[config.mk]
export PLATFORM = sky130hd
export DESIGN_NAME = ifd_decoder
export DESIGN_NICKNAME = d
export VERILOG_FILES = /design/src/rtl/ifd_pkg.sv /design/src/rtl/ifd_fields.sv /design/src/rtl/ifd_legal.sv /design/src/rtl/ifd_decoder.sv
export SDC_FILE = /design/constraint.sdc
export NUM_CORES = 1
export LEC_CHECK = 0
export ABC_AREA = 0
export BUFFER_PORTS_ARGS = -buffer_cell sky130_fd_sc_hd__buf_2
export CAP_MARGIN = 40
export CORE_MARGIN = 8
export CORE_UTILIZATION = 52
export DETAILED_ROUTE_END_ITERATION = 16
export GPL_TIMING_DRIVEN = 0
export PLACE_DENSITY = 0.84
export RECOVER_POWER = 25
export SKIP_LAST_GASP = 1
export SYNTH_ARGS = -nofsm -noshare
export SYNTH_HDL_FRONTEND = slang
export SYNTH_HIERARCHICAL = 1
export SYNTH_SLANG_ARGS = --single-unit
[constraint.sdc]
create_clock -name clk -period 1.9 [get_ports clk]
set_input_delay 0.095 -clock clk [delete_from_list [all_inputs] [get_ports clk]]
set_output_delay 0.095 -clock clk [all_outputs]
set_load 0.05 [all_outputs]
[src/rtl/ifd_pkg.sv]
package ifd_pkg;

    localparam int HW_W      = 16;
    localparam int DATA_W    = 32;
    localparam int REG_W     = 4;
    localparam int OP_W      = 8;
    localparam int LEN_W     = 3;
    localparam int SHORT_LEN = 2;
    localparam int LONG_LEN  = 6;
    localparam int F1_SPAN   = 64;
    localparam int F1_IDX_W  = $clog2(F1_SPAN);
    localparam int F1_LAST   = 'h39;
    localparam int F1_HOLE_LO = 'h0F;
    localparam int F1_HOLE_HI = 'h18;
    localparam int BR_CONDS  = 10;
    localparam int COND_W    = 4;
    localparam int SUB_W     = 2;
    localparam int OFF_W     = 10;
    localparam int IMM8_W    = 8;

    typedef enum logic [1:0] {
        FMT_NONE = 2'd0,
        FMT_REG  = 2'd1,
        FMT_IMM  = 2'd2,
        FMT_BR   = 2'd3
    } fmt_e;

    typedef struct packed {
        fmt_e              fmt;
        logic [OP_W-1:0]   op;
        logic [REG_W-1:0]  ra;
        logic [REG_W-1:0]  rb;
        logic [DATA_W-1:0] imm;
        logic [LEN_W-1:0]  len;
        logic              has_ext;
        logic              illegal;
    } dec_t;

    typedef struct packed {
        logic              waiting;
        logic              dv;
        dec_t              dec;
        logic [DATA_W-1:0] ext;
    } state_t;

    function automatic logic f1_assigned(int code);
        return (code < F1_HOLE_LO) || (code > F1_HOLE_HI && code <= F1_LAST);
    endfunction

    function automatic logic f1_carries_word(int code);
        case (code)
            'h01, 'h03, 'h08, 'h09, 'h0C, 'h0D, 'h1A, 'h1B,
            'h1D, 'h1F, 'h20, 'h22, 'h24, 'h30,
            'h36, 'h37, 'h38, 'h39: return 1'b1;
            default:                return 1'b0;
        endcase
    endfunction

endpackage

[src/rtl/ifd_fields.sv]
module ifd_fields
    import ifd_pkg::*;
(
    input  logic [HW_W-1:0]   hw,
    output fmt_e              fmt,
    output logic [OP_W-1:0]   op,
    output logic [REG_W-1:0]  ra,
    output logic [REG_W-1:0]  rb,
    output logic [DATA_W-1:0] imm
);

    localparam int BR_PAD  = DATA_W - OFF_W - 1;
    localparam int IMM_PAD = DATA_W - IMM8_W;

    always_comb begin
        fmt = FMT_REG;
        op  = '0;
        ra  = '0;
        rb  = '0;
        imm = '0;
        if (!hw[15]) begin
            fmt = FMT_REG;
            op  = hw[15:8];
            ra  = hw[7:4];
            rb  = hw[3:0];
        end else if (hw[14]) begin
            fmt = FMT_BR;
            op  = {{(OP_W-COND_W){1'b0}}, hw[13:10]};
            imm = {{BR_PAD{hw[OFF_W-1]}}, hw[OFF_W-1:0], 1'b0};
        end else begin
            fmt = FMT_IMM;
            op  = {{(OP_W-SUB_W){1'b0}}, hw[13:12]};
            ra  = hw[11:8];
            imm = {{IMM_PAD{1'b0}}, hw[IMM8_W-1:0]};
        end
    end

endmodule

[src/rtl/ifd_legal.sv]
module ifd_legal
    import ifd_pkg::*;
(
    input  logic [7:0] code_hi,
    output logic       legal,
    output logic       long_form
);

    logic [F1_SPAN-1:0] assigned_map;
    logic [F1_SPAN-1:0] word_map;

    for (genvar c = 0; c < F1_SPAN; c++) begin : g_map
        assign assigned_map[c] = f1_assigned(c);
        assign word_map[c]     = f1_carries_word(c);
    end

    logic [F1_IDX_W-1:0] idx;
    assign idx = code_hi[F1_IDX_W-1:0];

    always_comb begin
        legal     = 1'b1;
        long_form = 1'b0;
        if (!code_hi[7]) begin
            legal     = !code_hi[6] && assigned_map[idx];
            long_form = !code_hi[6] && word_map[idx];
        end else if (code_hi[6]) begin
            legal = int'(code_hi[5:2]) < BR_CONDS;
        end
    end

endmodule

[src/rtl/ifd_decoder.sv]
module ifd_decoder
    import ifd_pkg::*;
(
    input  logic              clk,
    input  logic              rst_n,
    input  logic              insn_valid,
    input  logic [HW_W-1:0]   insn,
    input  logic              ext_valid,
    input  logic [DATA_W-1:0] ext_word,
    output logic              ext_needed,
    output logic              decode_valid,
    output logic [1:0]        fmt_out,
    output logic [OP_W-1:0]   op_out,
    output logic [REG_W-1:0]  ra_out,
    output logic [REG_W-1:0]  rb_out,
    output logic [DATA_W-1:0] imm_out,
    output logic [LEN_W-1:0]  len_out,
    output logic              has_ext_out,
    output logic              illegal_out,
    output logic [DATA_W-1:0] ext_word_out
);

    fmt_e              raw_fmt;
    logic [OP_W-1:0]   raw_op;
    logic [REG_W-1:0]  raw_ra;
    logic [REG_W-1:0]  raw_rb;
    logic [DATA_W-1:0] raw_imm;
    logic              legal;
    logic              long_form;

    ifd_fields u_fields (
        .hw  (insn),
        .fmt (raw_fmt),
        .op  (raw_op),
        .ra  (raw_ra),
        .rb  (raw_rb),
        .imm (raw_imm)
    );

    ifd_legal u_legal (
        .code_hi   (insn[15:8]),
        .legal     (legal),
        .long_form (long_form)
    );

    dec_t   dec_c;
    state_t st_d, st_q;
    logic   wait_q;

    always_comb begin
        if (legal) begin
            dec_c.fmt     = raw_fmt;
            dec_c.op      = raw_op;
            dec_c.ra      = raw_ra;
            dec_c.rb      = raw_rb;
            dec_c.imm     = raw_imm;
            dec_c.len     = long_form ? LEN_W'(LONG_LEN) : LEN_W'(SHORT_LEN);
            dec_c.has_ext = long_form;
            dec_c.illegal = 1'b0;
        end else begin
            dec_c.fmt     = FMT_REG;
            dec_c.op      = '0;
            dec_c.ra      = '0;
            dec_c.rb      = '0;
            dec_c.imm     = '0;
            dec_c.len     = LEN_W'(SHORT_LEN);
            dec_c.has_ext = 1'b0;
            dec_c.illegal = 1'b1;
        end
    end

    always_comb begin
        st_d    = st_q;
        st_d.dv = 1'b0;
        if (st_q.waiting) begin
            if (ext_valid) begin
                st_d.ext     = ext_word;
                st_d.waiting = 1'b0;
                st_d.dv      = 1'b1;
            end
        end else if (insn_valid) begin
            st_d.dec = dec_c;
            st_d.ext = '0;
            if (dec_c.has_ext) begin
                st_d.waiting = 1'b1;
            end else begin
                st_d.dv = 1'b1;
            end
        end
    end

    always_ff @(posedge clk) begin
        if (!rst_n) begin
            st_q <= '0;
        end else begin
            st_q <= st_d;
        end
    end

    assign wait_q       = st_q.waiting;
    assign ext_needed   = st_q.waiting | (insn_valid & dec_c.has_ext);
    assign decode_valid = st_q.dv;
    assign fmt_out      = st_q.dec.fmt;
    assign op_out       = st_q.dec.op;
    assign ra_out       = st_q.dec.ra;
    assign rb_out       = st_q.dec.rb;
    assign imm_out      = st_q.dec.imm;
    assign len_out      = st_q.dec.len;
    assign has_ext_out  = st_q.dec.has_ext;
    assign illegal_out  = st_q.dec.illegal;
    assign ext_word_out = st_q.ext;

endmodule

; Yosys cells after proc, flatten, opt, wreduce, memory -nomap -nowiden
; Memories as Yosys holds them, arrays and structs flattened.
; Cells that the tools add are included.
[totals]
regBits = 89
output_inout_bits = 89
inputBits = 52
romBits = 128
n_memories = 2
[op_classes]
bitwise_logic = 3
muxes = 23
n_lt_le_gt_ge = 2
eq_ne = 1
n_reduce_logical = 6
[memory_table]
columns = memory, depth, width, read_ports, rd_ports_with_merged_regs, wr, line_no
row1 = (no name shown), 64, 1, 1, 0, 0, ifd_legal.sv:25  ; long_form = !code_hi[6] && word_map[idx];
row2 = (no name shown), 64, 1, 1, 0, 0, ifd_legal.sv:24  ; legal = !code_hi[6] && assigned_map[idx];
[op_table]
columns = cell, count
row1 = $mux W32, 4
row2 = $mux W89, 1
row3 = $mux W55, 1
row4 = $mux W4, 4
row5 = $mux W1, 8
row6 = $mux W8, 1
row7 = $lt A6 B7 Y1 const B, 1
row8 = $mux W2, 3
row9 = $lt A4 B4 Y1 const B, 1
row10 = $reduce_and A2 Y1, 2
row11 = $mux W3, 1
row12 = $logic_and A1 B1 Y1, 2
row13 = $ne A2 B2 Y1 const B, 1
row14 = $reduce_bool A2 Y1, 1
row15 = $and A1 B1 Y1, 1
row16 = $logic_not A1 Y1, 1
row17 = $not A1 Y1, 1
row18 = $or A1 B1 Y1, 1

; Logic depth before layout (Yosys ltp)
[logic_depth]
ltp_word = 9
mapped_depth = 9
depth_no_buf = 7

; Hierarchy
; The synthesis kept the hierarchy.
[modules_own_cells]
columns = mod, cells_per_inst, n_inst, seq_area_each_um2, area_each_um2
row1 = ifd_decoder, 388, 1, 1741.7, 3657.3
row2 = ifd_fields, 73, 1, 0.0, 521.8
row3 = ifd_legal, 25, 1, 0.0, 166.4

; Worst setup path before layout
; Ideal clock, no wire load.
[synth_timing]
kind = input-to-output
from = input port insn[11]
to = output port ext_needed
stages = 6
slack_ps = 307
arrival_ps = 1498
path_buffers = 1
path_cell_list = buf_6 -> or3b_1 -> a21oi_1 -> a211oi_1 -> nor4_1 -> a31o_2
[synth_between]
elab_chain_cells = 7
[synth_rtl]
columns = element, line_no
row1 = "start, declared", ifd_decoder.sv:7  ; input logic [HW_W-1:0] insn,
row2 = $mem_v2 Z64 W1, -
row3 = $mux W1 (implied by the code), ifd_legal.sv:25
row4 = $logic_and A1 B1 Y1, ifd_legal.sv:25
row5 = $mux W1, ifd_legal.sv:23  ; if (!code_hi[7]) begin
row6 = named net long_form, ifd_decoder.sv:29  ; logic long_form;
row7 = $mux W55, ifd_decoder.sv:51  ; if (legal) begin
row8 = $and A1 B1 Y1, ifd_decoder.sv:101  ; assign ext_needed = st_q.waiting | (insn_valid & dec_c.has_ext);
row9 = $or A1 B1 Y1, ifd_decoder.sv:101
row10 = "end, declared", ifd_decoder.sv:10  ; output logic ext_needed,
; The timed path passes the listed nets, and every way through them passes these cells. The select of a mux whose other input is x is not followed.

; Worst setup path after layout
[layout_timing]
from = input port insn[12]
to = output port ext_needed
[layout_between]
elab_chain_cells = 7
[layout_rtl]
columns = element, line_no
row1 = $mem_v2 Z64 W1, -
row2 = $mux W1 (implied by the code), ifd_legal.sv:24
row3 = $logic_and A1 B1 Y1, ifd_legal.sv:24
row4 = $mux W1 (*), ifd_legal.sv:23
row5 = named net legal, ifd_decoder.sv:28  ; logic legal;
row6 = $mux W55 (*), ifd_decoder.sv:51
row7 = $and A1 B1 Y1 (*), ifd_decoder.sv:101
row8 = $or A1 B1 Y1 (*), ifd_decoder.sv:101
; The timed path passes the listed nets; every way through them passes the cells marked *. The select of a mux whose other input is x is not followed.

==> flow_summary_export.csv <==
group,metric,value,unit
run_status,status,"finished, final reports clean",
logic_synthesis,synth_area_per_cell,8.94,um^2
place,dp_hpwl,8.85,mm
setup_path,cp_max_fo,18,
cells_and_area,instances_no_fill,770,
timing,finalHoldViolations,0,
global_routing,grt_pass1_wl,20.1,mm
clock_tree,cts_sinks,87,
logic_synthesis,synth-edff-count,0,
run,cap_violations,0,
place,place_congestion,0.862,
cells_and_area,final_core_util,68.6,%
setup_path,startpoint_type,"input pin",
place,place_inst,729,
route,wl,12.4,mm
floorplan,die_y,107,um
timing,rsz0062_at_grt,"false",
timing,maxSlewViolCount,0,
timing,setup_viol,0,
clock_tree,clkTransAtPathRegs,80,ps
hold_path,worstHoldPathType,"in -> reg",
setup_path,worst-setup-path-type,"in -> out",
setup_path,end_kind,"output pin",
place,portBuffers,138,
route,drt_iter0_markers,210,
floorplan,die_area,11500,um^2
global_routing,grt_max_degree,23,
cells_and_area,nFillCells,687,
timing,fin_setup_tns,0,ps
logic_synthesis,ys_seq_area_share,40.1,%
setup_path,critPathSlowestCell,"nor4bb_2",
timing,period_share,96.1,%
timing,fin_skew,10.4,ps
logic_synthesis,synth.most_common_cell,"nand2_1",
cells_and_area,drive_above_1_share,36.5,%
setup_path,critPathTopFamily,"buffers and inverters",
timing,final.min_clock_period,1830,ps
timing,fmax,548,MHz
logic_synthesis,ys.warnings.count,6,
route,post-route-drc-count,0,
route,wl_per_cell,16.1,um
cells_and_area,num_antenna_cells,0,
logic_synthesis,yosys.area.top_type_share,40.1,%
logic_synthesis,synthArstFlopShare,0,%
power,finalPower,4.09,mW
clock_tree,cts_tree,"built",
route,via_count,4048,
logic_synthesis,ys_ff_latch,87,
power,power.leakage,2.31,nW
route,antenna_left,0,
setup_path,max_stage_delay,350,ps
logic_synthesis,yosysUniqueCellTypes,41,
cells_and_area,nets,712,
global_routing,grt_usage,21.2,%
power,powerDensity,729,nW/um^2
route,drt-pass1-iter-count,6,
clock_tree,worstSkewPairLatency,350,ps
logic_synthesis,synth_flop_cell,"dfxtp_1",
floorplan,dieWidth,107,um
timing,worst_pin_slew,864,ps
clock_tree,htreeDepth,3,
setup_path,path_buf_inv,4,
cells_and_area,area_growth,29.1,%
logic_synthesis,ys_top_cells_by_count,"nand2_1, dfxtp_1, a21boi_2, nand3_2, o22ai_1",
global_routing,antenna_found_initial,0,
clock_tree,clockBufferDepth,2,
floorplan,start_util,53.2,%
clock_tree,cts_buffers,9,
power,irDropWorstVdd,0.535,mV
logic_synthesis,synth_top_area_cell,"dfxtp_1",
floorplan,row_count,33,
floorplan,core_area,8180,um^2
logic_synthesis,synthTopCellsByArea,"dfxtp_1, nand2_1, a21boi_2",
floorplan,pin_count,141,
setup_path,worstPathCellList,"buf_2 > buf_2 > nor4bb_2 > o211ai_1 > a31oi_1 > a21oi_1 > buf_4 > a31o_2 > buf_4",
timing,timing.slew.headroom,42.4,%
setup_path,cp_data_arrival_time,1730,ps
setup_path,cp.required,1800,ps
clock_tree,cts_root_buf,"clkbuf_8",
route,vias_per_cell,5.26,
global_routing,overflow,0,
logic_synthesis,syn_nets,538,
logic_synthesis,netlist_instances,486,
logic_synthesis,netlist_area,4350,um^2
global_routing,grt_pass1_vias,4073,
metrics by stage:
step	hold slack (ps)	instance area, um^2	setup WS (ps)
after floorplan	245	4350	307
after global placement	351	5170	-213
after detailed placement	358	5170	-216
after CTS	1.73	5660	75.3
after global routing	6.98	5610	38.1
final	17.6	5610	73.6
placed cells by master (no fill, tap or decap), types with 2 or more instances in the layout:
cell           synthesis  layout
o31ai_1                2       2
nand3_2               34      34
dlygate4sd3_1          0      24
nand3_1               20      20
o22ai_1               33      33
clkbuf_1              13      54
nand3b_1               2       2
clkbuf_8               0      10
inv_1                  4       4
buf_4                 31      34
bufinv_16              0       2
mux2i_1                9       9
o211a_1                2       2
nand2_1              120     120
o21a_1                 2       2
dfxtp_1               87      87
buf_1                  2       2
nand2b_1               2       2
nor2_1                 9       9
a21oi_1                5       5
and2_1                 2       2
clkinvlp_4             0       2
buf_2                 13     108
a21boi_1              18      18
a22o_1                 4       4
a21boi_2              34      34
and3_1                 3       3
buf_6                  5       5
o21ai_0                4       4
buf_12                 4       4
conb_1                 2       2
nor2b_1                7       7
path summary, 6_finish.rpt:
check        slack [ps]  cells after the start          endpoint   startpoint
max                  70                      9        ext_needed     insn[12]
min                  20                      3   ext_word_out[0]  ext_word[0]
max reg2reg         550                      3  ext_word_out[20]       wait_q
min reg2reg         450                      2       imm_out[31]  imm_out[31]
logic make-up after synthesis:
| group | count (synthesis) | synth area share [%] |
|---|---|---|
| and+or+nand+nor | 206 | 25.1 |
| AOI/OAI and AO/OA | 108 | 20.4 |
| DFF | 87 | 40.1 |
| buffers and inverters | 73 | 12.0 |
| muxes | 9 | 2.07 |
| other | 2 | 0.173 |
| adders and majority gates | 1 | 0.259 |
registers in the layout (all words and copies together), names as in the netlist, 2 cells and up:
register      cells
rb_out            4
ext_word_out     32
imm_out          32
op_out            8
fmt_out           2
ra_out            4
len_out           2
worst min-delay path: cells and delay by family:
family          cells  cell delay, ps
simple gates        1              50
compound gates      1              70
buf+inv             1             100
timing repair:
action | CTS | global route
resized for setup | 3 | 2
hold buffers | 24 | 0
pin swaps | 1 | 0
hold endpoints to repair | 24 | 0
endpoints found under the setup margin | 1 | 1
gates cloned | 0 | 0
buffers inserted | 2 | 0
cell type report:
| type | instances | area [um^2] | area share (%) |
|---|---|---|---|
| sequential | 87 | 1740 | 31.0 |
| multi-input combinational | 326 | 2100 | 37.3 |
| clock inverter | 6 | 92.6 | 1.65 |
| inverter | 4 | 15.0 | 0.268 |
| tap | 105 | 131 | 2.34 |
| buffer | 68 | 500 | 8.92 |
| clock buffer | 10 | 138 | 2.45 |
| timing repair buffer | 164 | 897 | 16.0 |
power breakdown:
part | internal [mW] | leakage, nW | switching [mW]
clock | 0.784 | 0.109 | 0.672
sequential | 1.86 | 0.705 | 0.0215
combinational | 0.289 | 1.49 | 0.466
per-layer routing:
metal | vias to the layer above | track usage [%] | share of wire (%)
li1 | 1976 | - | -
met1 | 1877 | 24.2 | 40
met4 | 0 | 6.94 | 1.7
met3 | 18 | 6.89 | 9.5
met5 | - | 0 | 0
met2 | 177 | 36.4 | 48
(Power assumes the default switching activity.)
